`src/rtl/mod_lfo_pkg.sv`:
```
package mod_lfo_pkg;
  localparam int RAMP_W = 8;
  localparam int SUB_W  = 10;
  localparam int ATT_W  = RAMP_W + 2;
  localparam int LVL_W  = RAMP_W + 1;

  typedef enum logic [1:0] {
    WAVE_SAW    = 2'd0,
    WAVE_SQUARE = 2'd1,
    WAVE_TRI    = 2'd2,
    WAVE_NOISE  = 2'd3
  } wave_e;

  // samples per ramp step = table period / 256
  function automatic logic [SUB_W-1:0] step_len(input logic [4:0] code);
    case (code)
      5'h00: step_len = 10'h3FC;  5'h01: step_len = 10'h37C;
      5'h02: step_len = 10'h2FC;  5'h03: step_len = 10'h27C;
      5'h04: step_len = 10'h1FC;  5'h05: step_len = 10'h1BC;
      5'h06: step_len = 10'h17C;  5'h07: step_len = 10'h13C;
      5'h08: step_len = 10'h0FC;  5'h09: step_len = 10'h0BC;
      5'h0A: step_len = 10'h0DC;  5'h0B: step_len = 10'h09C;
      5'h0C: step_len = 10'h07C;  5'h0D: step_len = 10'h06C;
      5'h0E: step_len = 10'h05C;  5'h0F: step_len = 10'h04C;
      5'h10: step_len = 10'h03C;  5'h11: step_len = 10'h034;
      5'h12: step_len = 10'h02C;  5'h13: step_len = 10'h024;
      5'h14: step_len = 10'h01C;  5'h15: step_len = 10'h018;
      5'h16: step_len = 10'h014;  5'h17: step_len = 10'h010;
      5'h18: step_len = 10'h00C;  5'h19: step_len = 10'h00A;
      5'h1A: step_len = 10'h008;  5'h1B: step_len = 10'h006;
      5'h1C: step_len = 10'h004;  5'h1D: step_len = 10'h003;
      5'h1E: step_len = 10'h002;  default: step_len = 10'h001;
    endcase
  endfunction
endpackage

```
`src/rtl/lfo_phase.sv`:
```
module lfo_phase
  import mod_lfo_pkg::*;
(
  input  logic              clk,
  input  logic              rst,
  input  logic              tick,
  input  logic              clear,
  input  logic [4:0]        rate_code,
  output logic [RAMP_W-1:0] ramp
);
  logic [SUB_W-1:0] sub;
  logic [SUB_W-1:0] last_sub;

  assign last_sub = step_len(rate_code) - 1'b1;

  always_ff @(posedge clk) begin
    if (rst || clear) begin
      sub  <= '0;
      ramp <= '0;
    end else if (tick) begin
      if (sub >= last_sub) begin
        sub  <= '0;
        ramp <= ramp + 1'b1;
      end else begin
        sub <= sub + 1'b1;
      end
    end
  end

  p_clear_zero_r8: assert property (@(posedge clk) disable iff (rst)
    clear |=> (ramp == '0));
  p_hold_no_tick_r8: assert property (@(posedge clk) disable iff (rst)
    (!clear && !tick) |=> $stable(ramp));
  p_single_step_r2: assert property (@(posedge clk) disable iff (rst)
    (tick && !clear) |=> (ramp == $past(ramp) || ramp == RAMP_W'($past(ramp) + 1'b1)));
endmodule

```
`src/rtl/lfo_noise.sv`:
```
module lfo_noise #(
  parameter int          LFSR_W = 16,
  parameter logic [15:0] TAPS   = 16'hB400,
  parameter logic [15:0] SEED   = 16'hACE1,
  parameter int          OUT_W  = 8
) (
  input  logic             clk,
  input  logic             rst,
  input  logic             tick,
  output logic [OUT_W-1:0] noise
);
  logic [LFSR_W-1:0] state;
  logic              fb;

  assign fb    = ^(state & TAPS[LFSR_W-1:0]);
  assign noise = state[OUT_W-1:0];

  always_ff @(posedge clk) begin
    if (rst)       state <= SEED[LFSR_W-1:0];
    else if (tick) state <= {state[LFSR_W-2:0], fb};
  end

  p_lfsr_alive_r7: assert property (@(posedge clk) disable iff (rst)
    state != '0);
endmodule

```
`src/rtl/lfo_shape.sv`:
```
module lfo_shape
  import mod_lfo_pkg::*;
#(
  parameter int INC_W = 20
) (
  input  logic [RAMP_W-1:0]       ramp,
  input  logic [RAMP_W-1:0]       noise,
  input  logic [1:0]              pitch_wave,
  input  logic [2:0]              pitch_depth,
  input  logic [1:0]              amp_wave,
  input  logic [2:0]              amp_depth,
  input  logic [INC_W-1:0]        base_inc,
  output logic signed [INC_W+1:0] pitch_next,
  output logic [ATT_W-1:0]        atten_next
);
  localparam int PROD_W = INC_W + RAMP_W + 1;

  logic [RAMP_W-1:0]        dbl;
  logic [RAMP_W-1:0]        s_bits;
  logic signed [PROD_W-1:0] prod;
  logic signed [PROD_W-1:0] shifted;
  logic [4:0]               shamt;
  logic [LVL_W-1:0]         lvl;
  logic [6:0]               fall;
  logic [17:0]              scaled;

  assign dbl  = {ramp[RAMP_W-2:0], 1'b0};
  assign fall = 7'd64 - {1'b0, ramp[5:0]};

  always_comb begin
    case (wave_e'(pitch_wave))
      WAVE_SAW:    s_bits = ramp;
      WAVE_SQUARE: s_bits = ramp[RAMP_W-1] ? 8'h80 : 8'h7F;
      WAVE_TRI:    s_bits = (ramp[7] ^ ramp[6]) ? ~dbl : dbl;
      default:     s_bits = noise;
    endcase
  end

  assign shamt   = 5'd17 - {2'b00, pitch_depth};
  assign prod    = $signed({1'b0, base_inc}) * $signed(s_bits);
  assign shifted = prod >>> shamt;

  always_comb begin
    if (pitch_depth == 3'd0)
      pitch_next = $signed({2'b00, base_inc});
    else
      pitch_next = $signed({2'b00, base_inc}) + $signed(shifted[INC_W+1:0]);
  end

  always_comb begin
    case (wave_e'(amp_wave))
      WAVE_SAW:    lvl = {1'b0, ramp};
      WAVE_SQUARE: lvl = ramp[7] ? 9'd256 : 9'd0;
      WAVE_TRI:    lvl = !ramp[7] ? 9'd0 : (!ramp[6] ? {1'b0, ramp[5:0], 2'b00} : {fall, 2'b00});
      default:     lvl = {1'b0, noise};
    endcase
  end

  assign scaled = {9'd0, lvl} << ({2'b00, amp_depth} + 5'd2);

  always_comb begin
    if (amp_depth == 3'd0) atten_next = '0;
    else                   atten_next = scaled[ATT_W+7:8];
  end
endmodule

```
`src/rtl/mod_lfo.sv`:
```
module mod_lfo
  import mod_lfo_pkg::*;
#(
  parameter int INC_W = 20
) (
  input  logic                    clk,
  input  logic                    rst,
  input  logic                    tick,
  input  logic [4:0]              rate_code,
  input  logic [1:0]              pitch_wave,
  input  logic [2:0]              pitch_depth,
  input  logic [1:0]              amp_wave,
  input  logic [2:0]              amp_depth,
  input  logic                    phase_reset_en,
  input  logic                    loop_start,
  input  logic [INC_W-1:0]        base_inc,
  output logic signed [INC_W+1:0] pitch_inc,
  output logic [ATT_W-1:0]        amp_atten
);
  logic                    clear;
  logic [RAMP_W-1:0]       ramp;
  logic [RAMP_W-1:0]       noise;
  logic signed [INC_W+1:0] pitch_next;
  logic [ATT_W-1:0]        atten_next;

  assign clear = loop_start && phase_reset_en;

  lfo_phase u_phase (
    .clk(clk), .rst(rst), .tick(tick), .clear(clear),
    .rate_code(rate_code), .ramp(ramp)
  );

  lfo_noise #(.OUT_W(RAMP_W)) u_noise (
    .clk(clk), .rst(rst), .tick(tick), .noise(noise)
  );

  lfo_shape #(.INC_W(INC_W)) u_shape (
    .ramp(ramp), .noise(noise),
    .pitch_wave(pitch_wave), .pitch_depth(pitch_depth),
    .amp_wave(amp_wave), .amp_depth(amp_depth),
    .base_inc(base_inc),
    .pitch_next(pitch_next), .atten_next(atten_next)
  );

  always_ff @(posedge clk) begin
    if (rst) begin
      pitch_inc <= '0;
      amp_atten <= '0;
    end else begin
      pitch_inc <= pitch_next;
      amp_atten <= atten_next;
    end
  end

  p_amp_off_r5: assert property (@(posedge clk) disable iff (rst)
    (amp_depth == 3'd0) |=> (amp_atten == '0));
  p_amp_bound_r5: assert property (@(posedge clk) disable iff (rst)
    amp_atten <= ATT_W'(10'h200));
  p_pitch_off_r3: assert property (@(posedge clk) disable iff (rst)
    (pitch_depth == 3'd0) |=> (pitch_inc == $signed({2'b00, $past(base_inc)})));
  p_reset_clear_r1: assert property (@(posedge clk)
    rst |=> (pitch_inc == '0 && amp_atten == '0));
endmodule

```
`config.mk`:
```
export PLATFORM = sky130hd
export DESIGN_NAME = mod_lfo
export DESIGN_NICKNAME = d
export VERILOG_FILES = /design/src/rtl/mod_lfo_pkg.sv /design/src/rtl/lfo_phase.sv /design/src/rtl/lfo_noise.sv /design/src/rtl/lfo_shape.sv /design/src/rtl/mod_lfo.sv
export SDC_FILE = /design/constraint.sdc
export NUM_CORES = 1
export LEC_CHECK = 0
export CAP_MARGIN = 0
export CORE_ASPECT_RATIO = 1.2
export CORE_UTILIZATION = 55
export CTS_BUF_LIST = sky130_fd_sc_hd__clkbuf_2
export DETAILED_ROUTE_END_ITERATION = 6
export GPL_TIMING_DRIVEN = 0
export PLACE_DENSITY = 0.75
export SLEW_MARGIN = 20
export SYNTH_ARGS = -nofsm -noshare
export SYNTH_HDL_FRONTEND = slang
export SYNTH_HIERARCHICAL = 1
export SYNTH_SLANG_ARGS = --single-unit
```
`constraint.sdc`:
```
create_clock -name clk -period 23.3 [get_ports clk]
set_input_delay 2.33 -clock clk [delete_from_list [all_inputs] [get_ports clk]]
set_output_delay 2.33 -clock clk [all_outputs]
set_load 0.02 [all_outputs]
```
* Yosys cells after proc, flatten, opt, wreduce, memory -nomap -nowiden *
Memory sizes are Yosys's and may differ from the RTL's.
Cells that the tools add are included.
Widths: inputs -> output; s select.

storage, ports and cells
  bits of input ports = 40
  bits in read-only memories = 320
  output and inout bits = 32
  memories kept = 1
  logic and storage cells = 43
  bits in registers = 66

operators by class
  $mul = 1
  add/sub/neg operators = 7
  shifts and indexed selects = 2
  mux-type cells = 9
  reductions and logical operators = 10
  eq/ne operators = 4
  bitwise logic cells = 2
  $lt $le $gt $ge = 1

memory list
  memory            depth  bits a word  rd ports  clocked after memory_dff  wr ports  line               source
  (name not given)  32     10           1         0                         0         mod_lfo_pkg.sv:16  case (code)

operator list
  cell                   count
  $mul 21x8->29          1
  $sshr 29x5->22         1
  $mux 9                 3
  $pmux 9 s3             1
  $pmux 8 s3             1
  $add 21x22->22         1
  $mux 20                1
  $shl 9x5->18           1
  $mux 8                 2
  $reduce_xor 16->1      1
  $add 10x1->10 const B  1
  $ge 10x10->1           1
  $mux 10                1
  $sub 10x1->10 const B  1
  $add 8x1->8 const B    1
  $not 8->8              1
  $sub 7x6->7 const A    1
  $logic_not 3->1        2
  $sub 5x3->5 const A    1
  $add 3x2->4 const B    1
  $eq 2x1->1 const B     2
  $eq 2x2->1 const B     2
  $logic_not 2->1        2
  $reduce_or 2->1        2
  other kinds (4)        4

* Longest topological paths before layout *
Gate-level depths: netlist of the first run.

  depth in word-level cells = 7
  mapped depth = 42
  depth with buffers taken out = 38

* By module *
The synthesis of the first run kept the hierarchy.

by module, submodules not included
  module     sequential area each (sq um)  area an instance (sq um)  instances  cells each
  lfo_shape  0.0                           9176.3                    1          1222
  lfo_phase  360.3                         1357.6                    1          168
  mod_lfo    640.6                         869.6                     1          68
  lfo_noise  320.3                         679.4                     1          63

* Worst setup path after synthesis of the first run *
No wires, ideal clock.

  kind = input-to-reg
  start point = in pitch_wave[1]
  end point = reg pitch_inc[14]
  library setup time = 114 ps
  buffers on the path = 4
  arrival = 10503 ps
  stages = 35
  data required time = 23186 ps
  path slack = 12684 ps
  cells stage by stage = clkbuf_1 -> clkbuf_1 -> nand2_1 -> mux2i_1 -> clkbuf_1 -> nor2_1 -> fa_1 -> fa_1 -> fa_1 -> inv_1 -> fa_1 -> inv_1 -> ha_1 -> buf_6 -> a211o_1 -> or4_4 -> a21oi_2 -> o21ai_0 -> xnor2_1 -> mux4_2 -> inv_1 -> mux4_2 -> ha_1 -> inv_1 -> fa_1 -> nor2b_1 -> o31a_1 -> o311a_1 -> o21bai_1 -> a21boi_0 -> o21ai_0 -> a2111oi_0 -> o21a_1 -> o31ai_1 -> nor2b_1

on the way
  cells in the longest elaborated chain, start to end = 6
  elaborated cells on any way between the ends = 8
  those cells by class = 1 x add/sub; 1 x mul; 2 x eq/ne; 1 x shift; 2 x mux; 1 x reduce/logical

ends and longest elaborated chain
  what                                      line             source
  start, declared                           mod_lfo.sv:10    input logic [1:0] pitch_wave,
  $eq 2x2->1, or another cell as far along  lfo_shape.sv:31  case (wave_e'(pitch_wave))
  $pmux 8 s3 *                              lfo_shape.sv:31
  $mul 21x8->29 *                           lfo_shape.sv:40  assign prod = $signed({1'b0, base_inc}) * $signed(s_bits);
  $sshr 29x5->22 *                          lfo_shape.sv:41  assign shifted = prod >>> shamt;
  $add 21x22->22 *                          lfo_shape.sv:47  pitch_next = $signed({2'b00, base_inc}) + $signed(shifted[INC_W+1:0]);
  $mux 20 *                                 lfo_shape.sv:44  if (pitch_depth == 3'd0)
  named net pitch_next[14]                  mod_lfo.sv:23    logic signed [INC_W+1:0] pitch_next;
  end signal, assigned                      mod_lfo.sv:50    pitch_inc <= pitch_next;
  end, declared                             mod_lfo.sv:17    output logic signed [INC_W+1:0] pitch_inc,

Mark *: on every way through the listed nets, which the timed path passes. The rest lies on a longest branch.
A chain may end at the register's enable or synchronous reset.

* Worst setup path after layout of the first run *
  start point = in pitch_wave[0]
  end point = reg pitch_inc[14]

The elaborated chain is that of the path after synthesis.

==> impl_metrics.yaml, run 1 <==
run_status:
  status: "completed"
route:
  drc_errors: 0
  ant_nets: 0
  first_pass_iters: 5
  vias: 10900
  wl_um: 32300
  avgViaCountPerCell: 5.81
  wl_per_cell_um: 17.2
  drt_iter0_markers: 654
global_route:
  antenna_found_initial: 1
  grtUsageTotal_pct: 29.6
  grt_pass1_wl_um: 52100
  grt_max_degree: 13
  gr-total-overflow: 0
  grt_pass1_vias: 10600
synthesis:
  synth_top_area_share_pct: 18.1
  synth-compound-area-share_pct: 16.2
  async_flop_share_pct: 0
  synthSimpleGateAreaFrac_pct: 24.0
  synthMuxAreaShare_pct: 6.79
  synth_cell_type_count: 88
  syn-cell-area_mm2: 0.0121
  synth_seq_cells: 66
  synth_ff_type: "dfxtp_1"
  avgSynthCellArea_um2: 7.94
  synth_edf_count: 0
  yosys_warnings: 6
  synth_top_family_by_area: "adder cells"
  syn_nets: 1773
  synth_common_cells: "inv_1 (184), nand2_1 (126), and2_1 (119)"
  synth.most_common_cell: "inv_1"
  seq_area_frac_synth_pct: 10.9
  synth_xor_area_share_pct: 4.04
  synth_cells: 1521
  synthAdderAreaFrac_pct: 28.7
  synth_area_leaders: "fa_1 (18%), dfxtp_1 (11%), ha_1 (11%)"
  synth_top_area_cell: "fa_1"
floorplanning:
  ios: 72
  core_mm2: 0.0216
  rows: 59
  die_y_um: 164
  die_w_um: 137
  start_util_pct: 55.9
  die_area_mm2: 0.0226
timing:
  fin_worst_skew_ns: 0.0313
  setup_viol: 0
  slew_viol_final: 0
  finalCriticalPeriod_ns: 12.30
  fin_ws_ns: 11.00
  finalSetupTns_ns: 0
  period_share_pct: 52.8
  rsz0062_at_grt: "false"
  hold_violations: 0
  tightest_slew_ns: 0.965
  fmax_mhz: 81.3
  slew_headroom_pct: 35.7
layout:
  regArea_mm2: 0.00132
  nets: 1852
  area_growth_pct: 9.28
  drive_gt1_share_pct: 6.54
  multiInputGateArea_mm2: 0.00965
  fillers: 2012
cts:
  clockBufferDepth: 2
  postCtsSetupBuffers: 0
  htreeDepth: 3
  holdBufCountCts: 0
  cts_tree: "done"
  clock_sinks: 66
  insertion_delay_ns: 0.52
  root_buffer: "clkbuf_2"
  numCtsBuffers: 9
  clkTransAtPathRegs_ns: 0.21
  cts_resized: 0
critical_path:
  cpMostUsedCell: "inv_1"
  ff2ff_path_depth: 38
  cp-endpoint: "pitch_inc[14]"
  arrival_ns: 12.77
  path_depth: 39
  slowest_stage: "a21oi_1"
  reg2reg_from: "u_phase/ramp[6]"
  endpoint_kind: "flip-flop"
  ff2ff_setup_slack_ns: 12.58
  crit_buf_inv: 9
  start_kind: "primary input"
  max_stage_delay_ns: 0.75
  rr_endpoint: "pitch_inc[14]"
  crit_family: "compound AO/OA/AOI/OAI gates"
  critical_path_class: "primary input to flip-flop"
  cp_max_fo: 10
  cp-startpoint: "pitch_wave[0]"
  cp.required_ns: 23.78
place:
  dp_hpwl_um: 26200
  dpl_worst_slack_ns: 10.63
  port_buffers: 68
  gp_congestion: 0.943
power_and_ir_drop:
  power.density_mw_per_mm2: 138
  vdd_drop_max_mv: 0.226
  leakagePower_nw: 5.98
worst_hold_path:
  worstHoldPathType: "flip-flop to flip-flop"
  holdPathStages: 2
job:
  maxCapViolCount: 0
## placed cells by master (no fill, tap or decap), drive strengths merged, types with 5 or more instances in the layout
cell and count:
ha 103, nand2b 17, clkbuf 67, mux2 14
fa 109, a211oi 14, nor2b 42, and2 120
clkdlybuf4s50 68, clkinv 5, a21o 19, and3 17
nor3 23, o21bai 5, inv 187, a31oi 12
nand3 42, xnor2 29, a211o 5, nand2 127
nor2 96, mux2i 43, nand3b 5, dfxtp 66
o31ai 16, a22oi 10, a21oi 84, o21ai 72
buf 30, o211ai 9, mux4 10, nand4 16
xor2 25, o22ai 5, o21a 6, or3 14
or2 13
## flip-flops by register name, summed over array words and instances, names as in the netlist
| signal | cells |
|---|---|
| u_phase/ramp | 8 |
| pitch_inc | 22 |
| u_noise/state | 16 |
| amp_atten | 10 |
| u_phase/sub | 10 |
## kinds of logic (layout without fill, tap and decap cells)
| group | count (synthesis) | count (layout) |
|---|---|---|
| xor gates and xnor gates | 54 | 54 |
| adders and majority gates | 212 | 212 |
| other | 0 | 1 |
| muxes | 67 | 67 |
| AOI/OAI and AO/OA | 297 | 297 |
| buffers and inverters | 274 | 358 |
| DFF | 66 | 66 |
| and+or+nand+nor | 551 | 551 |
## final cells by class
type / count / share of cell area [%]
clock inverters: 7 / 0.341
diodes: 1 / 0.0190
inverters: 186 / 5.29
clock buffers: 9 / 0.341
multi-input cells: 1181 / 73.1
plain buffers: 88 / 3.16
repair buffers: 68 / 5.15
flip-flops and latches: 66 / 10.0
well taps: 274 / 2.60
## tightest hold or removal path: stages (launching register included)
cell     delay (ns)
dfxtp_1        0.36
mux2i_1        0.07
nor2_1         0.08
## layer usage
layer | share of wire [%] | routed length [um] | up-vias | GRT usage, %
met5 | 0 | 0 | - | 0
met2 | 49 | 15700 | 322 | 51.1
met3 | 4.6 | 1480 | 81 | 3.09
met4 | 4.5 | 1450 | 0 | 13.9
li1 | - | - | 5293 | -
met1 | 42 | 13700 | 5220 | 36.6
## where the power goes
part | internal (W) | total (W) | switching [W]
Clock | 0.0000138 | 0.0000572 | 0.0000434
Sequential | 0.000134 | 0.000140 | 0.00000625
Combinational | 0.000677 | 0.00162 | 0.000945
## worst min path at each step
stage	startpoint	slack, ns	to
finish	u_noise/state[11]	0.50	u_noise/state[12]
global route	u_noise/state[6]	0.54	u_noise/state[7]
CTS	u_noise/state[11]	0.50	u_noise/state[12]
detailed placement	u_noise/state[11]	0.47	u_noise/state[11]
global placement	u_noise/state[11]	0.45	u_noise/state[11]
floorplan	u_noise/state[11]	0.44	u_noise/state[11]
## stage by stage
| stage | cells | area, um2 | total power (W) | hold slack, ns | util (%) |
|---|---|---|---|---|---|
| 2_1_floorplan | 1521 | 12100 | 0.00133 | 0.441 | - |
| 3_3_place_gp | 1863 | 13100 | 0.00170 | 0.455 | 60.6 |
| 3_5_place_dp | 1863 | 13100 | 0.00173 | 0.468 | 60.6 |
| 4_1_cts | 1879 | 13200 | 0.00180 | 0.498 | 61.0 |
| 5_1_grt | 1880 | 13200 | 0.00199 | 0.541 | 61.0 |
| 6_report | 1880 | 13200 | 0.00182 | 0.498 | 61.0 |
Power figures use the tool's default switching activity.
==> run 2, diff against run 1 <==
--- a/config.mk
+++ b/config.mk
@@ -11,7 +11,7 @@
 export CTS_BUF_LIST = sky130_fd_sc_hd__clkbuf_2
 export DETAILED_ROUTE_END_ITERATION = 6
 export GPL_TIMING_DRIVEN = 0
-export PLACE_DENSITY = 0.75
+export PLACE_DENSITY = 0.78
 export SLEW_MARGIN = 20
 export SYNTH_ARGS = -nofsm -noshare
 export SYNTH_HDL_FRONTEND = slang
==> constraint.sdc (replaced) <==
create_clock -name clk -period 10.85 [get_ports clk]
set_input_delay 1.085 -clock clk [delete_from_list [all_inputs] [get_ports clk]]
set_output_delay 1.085 -clock clk [all_outputs]
set_load 0.02 [all_outputs]
==> run 2 against run 1 <==
Compared with the run above:
- wire length increased by 1.6%
- sequential power increased by 120%
- flip-flop and latch count unchanged
- cell count about the same
- first-iteration DRC count increased by 19%
- critical path type unchanged
==> impl_metrics.yaml, run 2 (same netlist as run 1, synthesis figures left out) <==
timing:
  slew_viol_final: 0
  slew_headroom_pct: 25.4
  tightest_slew_ns: 1.11
  finalCriticalPeriod_ns: 10.45
  hold_violations: 0
  fmax_mhz: 95.7
  period_share_pct: 96.3
  setup_viol: 0
  fin_worst_skew_ns: 0.0528
run_status:
  status: "completed"
critical_path:
  cp.required_ns: 11.34
  cp_max_fo: 10
  arrival_ns: 10.93
  rr_endpoint: "pitch_inc[14]"
  ff2ff_setup_slack_ns: 0.67
  slowest_stage: "or4_4"
  endpoint_kind: "flip-flop"
  max_stage_delay_ns: 0.57
  cpMostUsedCell: "fa_1"
  critical_path_class: "primary input to flip-flop"
  ff2ff_path_depth: 39
  start_kind: "primary input"
  cp-endpoint: "pitch_inc[14]"
  reg2reg_from: "u_phase/ramp[6]"
  cp-startpoint: "pitch_wave[1]"
cts:
  htreeDepth: 3
  clkTransAtPathRegs_ns: 0.23
  cts_resized: 1
  clockBufferDepth: 2
  clock_sinks: 66
  postCtsSetupBuffers: 0
  insertion_delay_ns: 0.54
  cts_tree: "done"
  root_buffer: "clkbuf_2"
  numCtsBuffers: 9
  holdBufCountCts: 0
floorplanning:
  core_mm2: 0.0216
  die_y_um: 164
  ios: 72
  die_area_mm2: 0.0226
  die_w_um: 137
  rows: 59
  start_util_pct: 55.9
power_and_ir_drop:
  vdd_drop_max_mv: 0.541
  leakagePower_nw: 6.03
  power_w: 0.00396
  power.density_mw_per_mm2: 298
layout:
  nets: 1852
  regArea_mm2: 0.00132
  area_growth_pct: 9.95
  drive_gt1_share_pct: 7.66
  final_cell_mix: "inv_1 (184), nand2_1 (126), and2_1 (119)"
  postLayoutCoreUtil_pct: 61.4
  layout_commonest_cell: "inv_1"
  largest_register_ffs: 22
  regMostFlops: "pitch_inc"
  reg.largest.list: "pitch_inc: 22 flops, u_noise/state: 16 flops"
  antennaDiodeCount: 0
  fillers: 1980
  multiInputGateArea_mm2: 0.00968
route:
  wl_per_cell_um: 17.4
  drt_iter0_markers: 777
  wl_um: 32800
  ant_nets: 0
  avgViaCountPerCell: 5.92
  drc_errors: 0
  first_pass_iters: 5
  vias: 11100
global_route:
  grt_pass1_vias: 10700
  grtUsageTotal_pct: 30.0
  grt_pass1_wl_um: 53000
  gr-total-overflow: 0
  grt_max_degree: 15
  antenna_found_initial: 0
place:
  dp_hpwl_um: 26400
  port_buffers: 68
  gp_congestion: 0.975
worst_hold_path:
  worstHoldPathType: "flip-flop to flip-flop"
  holdPathStages: 2
job:
  maxCapViolCount: 0
run 2: how the worst min path moves through the flow:
| stage | start | endpoint |
|---|---|---|
| 3_3_place_gp | u_noise/state[14] | u_noise/state[15] |
| 3_5_place_dp | u_noise/state[9] | u_noise/state[10] |
| 4_1_cts | u_noise/state[14] | u_noise/state[15] |
| 6_report | u_noise/state[14] | u_noise/state[15] |
| 5_1_grt | u_noise/state[14] | u_noise/state[15] |
| 2_1_floorplan | u_noise/state[11] | u_noise/state[11] |
run 2: layer usage:
layer,up-vias,part of all wire (%),GRT usage [%],routed length (um)
met4,0,5.2,15.4,1690
met1,5296,41,36.7,13500
met3,110,5.1,2.53,1680
li1,5298,-,-,-
met5,-,0,0,0
met2,412,49,52.2,15900
run 2: cell type report:
cell class,instances,share of cell area (%)
Tap cell,274,2.58
Clock buffer,9,0.339
Clock inverter,7,0.622
Inverter,186,5.26
Timing Repair Buffer,68,5.12
Buffer,88,3.28
Sequential cell,66,9.95
Multi-Input combinational cell,1181,72.9
run 2: worst max-delay path: cells and delay by family:
family	cells	cell delay [ns]
AND/OR/NAND/NOR	5	1.00
XOR/XNOR	1	0.30
multiplexers	3	1.19
buffers and inverters	9	1.65
adder cells (fa/ha/maj)	7	2.90
AO/OA/AOI/OAI	11	2.77
run 2: metrics by stage:
stage	cell area [um2]	hold slack [ns]	setup slack, ns	std cells	setup TNS (ns)
final	13300	0.509	0.404	1879	0
after global routing	13300	0.542	-0.00299	1879	-0.00299
after CTS	13200	0.513	0.0706	1879	0
after detailed placement	13100	0.460	-0.674	1863	-2.57
after global placement	13100	0.457	-0.514	1863	-2.10
after floorplan	12100	0.441	1.48	1521	0
run 2: power breakdown:
part,internal (W),switching [W],leakage (nW)
sequential,0.000288,0.0000129,0.542
clock,0.0000570,0.000104,0.0715
combinational,0.00146,0.00204,5.42
total,0.00180,0.00215,6.03
==> run 3, diff against run 2 <==
--- a/config.mk
+++ b/config.mk
@@ -11,7 +11,7 @@
 export CTS_BUF_LIST = sky130_fd_sc_hd__clkbuf_2
 export DETAILED_ROUTE_END_ITERATION = 6
 export GPL_TIMING_DRIVEN = 0
-export PLACE_DENSITY = 0.78
+export PLACE_DENSITY = 0.75
 export SLEW_MARGIN = 20
 export SYNTH_ARGS = -nofsm -noshare
 export SYNTH_HDL_FRONTEND = slang
==> constraint.sdc (replaced) <==
create_clock -name clk -period 10 [get_ports clk]
set_input_delay 1 -clock clk [delete_from_list [all_inputs] [get_ports clk]]
set_output_delay 1 -clock clk [all_outputs]
set_load 0.02 [all_outputs]
==> run 3 against run 2 <==
Compared with the run above:
- clock skew fell by 0.022 ns
- critical path type unchanged
- highest routed layer unchanged
- via count down 0.76%
- critical path depth fell by 1
- die area is the same
- global-route usage fell by 0.28 points
- combinational power is 14% higher
- non-clock buffer count up 11
- total power grew 12%
- sequential power grew 8.6%
- core utilization increased by 1.1 points
- critical endpoint is now pitch_inc[20]
- first-iteration DRC count decreased by 7.7%
==> impl_metrics.yaml, run 3 (same netlist as run 1, synthesis figures left out) <==
route:
  drt_iter0_markers: 717
  avgViaCountPerCell: 5.83
  drc_errors: 0
  vias: 11000
  ant_nets: 0
  first_pass_iters: 5
  wl_um: 33000
  wl_per_cell_um: 17.5
power_and_ir_drop:
  pwr-share-clk_pct: 3.0
  leakagePower_nw: 6.12
  power.share.sequential_pct: 7.4
  p_int_w: 0.00201
  vdd_drop_max_mv: 0.497
  power.switching_w: 0.00242
  power.density_mw_per_mm2: 328
  sw_frac_of_total_pct: 54.7
  power_frac_comb_pct: 89.6
layout:
  reg.largest.list: "pitch_inc: 22 flops, u_noise/state: 16 flops"
  fin_area_mm2: 0.0135
  postLayoutCoreUtil_pct: 62.5
  layout_commonest_cell: "inv_1"
  drive_gt1_share_pct: 10.3
  area_growth_pct: 11.9
  regMostFlops: "pitch_inc"
  stdcell_count: 1891
  nets: 1863
  largest_register_ffs: 22
  final_cell_mix: "inv_1 (183), nand2_1 (126), and2_1 (119)"
worst_hold_path:
  whs_endpoint: "u_noise/state[12]"
  holdPathStages: 2
  worstHoldStart: "u_noise/state[11]"
  worstHoldPathType: "flip-flop to flip-flop"
cts:
  numCtsBuffers: 9
  clock_sinks: 66
  htreeDepth: 3
  clkTransAtPathRegs_ns: 0.21
  root_buffer: "clkbuf_2"
  clockBufferDepth: 2
  insertion_delay_ns: 0.52
  cts_tree: "done"
global_route:
  grtUsageTotal_pct: 29.7
  grt_pass1_vias: 10700
  grt_pass1_wl_um: 52400
  antenna_found_initial: 1
  gr-total-overflow: 0
  grt_max_degree: 13
critical_path:
  reg2reg_from: "u_phase/ramp[6]"
  rr_endpoint: "pitch_inc[20]"
  max_stage_delay_ns: 0.58
  arrival_ns: 10.26
  cp_max_fo: 10
  critical_path_class: "primary input to flip-flop"
  endpoint_kind: "flip-flop"
  cp.required_ns: 10.48
  ff2ff_setup_slack_ns: 0.33
  ff2ff_path_depth: 38
  start_kind: "primary input"
  slowest_stage: "fa_1"
  cpMostUsedCell: "fa_1"
  cp-startpoint: "pitch_wave[1]"
floorplanning:
  start_util_pct: 55.9
  ios: 72
  rows: 59
  core_mm2: 0.0216
  die_area_mm2: 0.0226
  die_y_um: 164
  die_w_um: 137
timing:
  fmax_mhz: 102
  finalCriticalPeriod_ns: 9.78
  slew_headroom_pct: 51.1
  setup_viol: 0
  fin_worst_skew_ns: 0.0308
  slew_viol_final: 0
  period_share_pct: 97.8
  tightest_slew_ns: 0.728
  hold_violations: 0
  finalSetupTns_ns: 0
place:
  dp_cells: 1863
  port_buffers: 68
  place_area_mm2: 0.0131
  gp_congestion: 0.943
  dp_hpwl_um: 26200
job:
  maxCapViolCount: 0
run_status:
  status: "completed"
[run 3: changes by cell type in the layout (fill, tap and decap cells not counted), moves of 3 or more]
cell / change
a21oi_1: -5
a21oi_2: +4
buf_2: +4
buf_4: +15
clkbuf_1: -7
clkbuf_2: -7
clkbuf_4: +5
clkinv_2: +4
o21ai_0: -8
o21ai_1: +5
o21ai_2: +3
[run 3: layout make-up]
| type | instances | area (um2) |
|---|---|---|
| plain buffers | 87 | 462 |
| fillers | 1979 | 8110 |
| flip-flops and latches | 66 | 1320 |
| clock buffers | 9 | 45.0 |
| clock inverters | 7 | 45.0 |
| well taps | 274 | 343 |
| diodes | 1 | 2.50 |
| repair buffers | 80 | 774 |
| inverters | 186 | 698 |
| multi-input cells | 1181 | 9830 |
[run 3: timing repair]
item                       CTS  global route
pin swaps                    0            10
setup buffers                0            11
cloned                       0             1
resized for setup           19            83
setup endpoints to repair   12            14
hold buffers                 0             0
[run 3: how the worst max path moves through the flow]
stage                          endpoint  slack [ns]  cells after the start
final                     pitch_inc[20]        0.22                     35
after global placement    pitch_inc[14]       -1.17                     39
after CTS                 pitch_inc[20]       -0.01                     37
after floorplan           pitch_inc[14]        0.71                     35
after detailed placement  pitch_inc[14]       -1.34                     39
after global routing      pitch_inc[20]       -0.04                     38
[run 3: power groups by stage]
stage,combinational (W),sequential (W),clock [W]
floorplan,0.00271,0.000380,0
global placement,0.00364,0.000333,0
detailed placement,0.00369,0.000334,0
CTS,0.00372,0.000328,0.000140
global route,0.00433,0.000332,0.000148
finish,0.00397,0.000327,0.000134
[run 3: metal layers]
layer  wire length, um  track usage (%)
met4              1490             14.0
met2             16300             51.4
met3              1630             3.33
met5                 0                0
met1             13600             36.6
[run 3: metrics by stage]
stage | worst slack (ns) | hold WS [ns] | total power, W
after global placement | -1.17 | 0.455 | 0.00397
after detailed placement | -1.34 | 0.468 | 0.00402
final | 0.218 | 0.495 | 0.00443
after floorplan | 0.714 | 0.441 | 0.00309
after CTS | -0.0109 | 0.498 | 0.00419
after global routing | -0.0394 | 0.541 | 0.00481
[run 3: worst max-delay path: cells and delay by family]
family / cells / cell delay, ns
simple gates: 9 / 1.59
buf+inv: 7 / 1.38
compound gates: 10 / 2.45
fa+ha+maj: 6 / 2.83
mux: 3 / 0.98
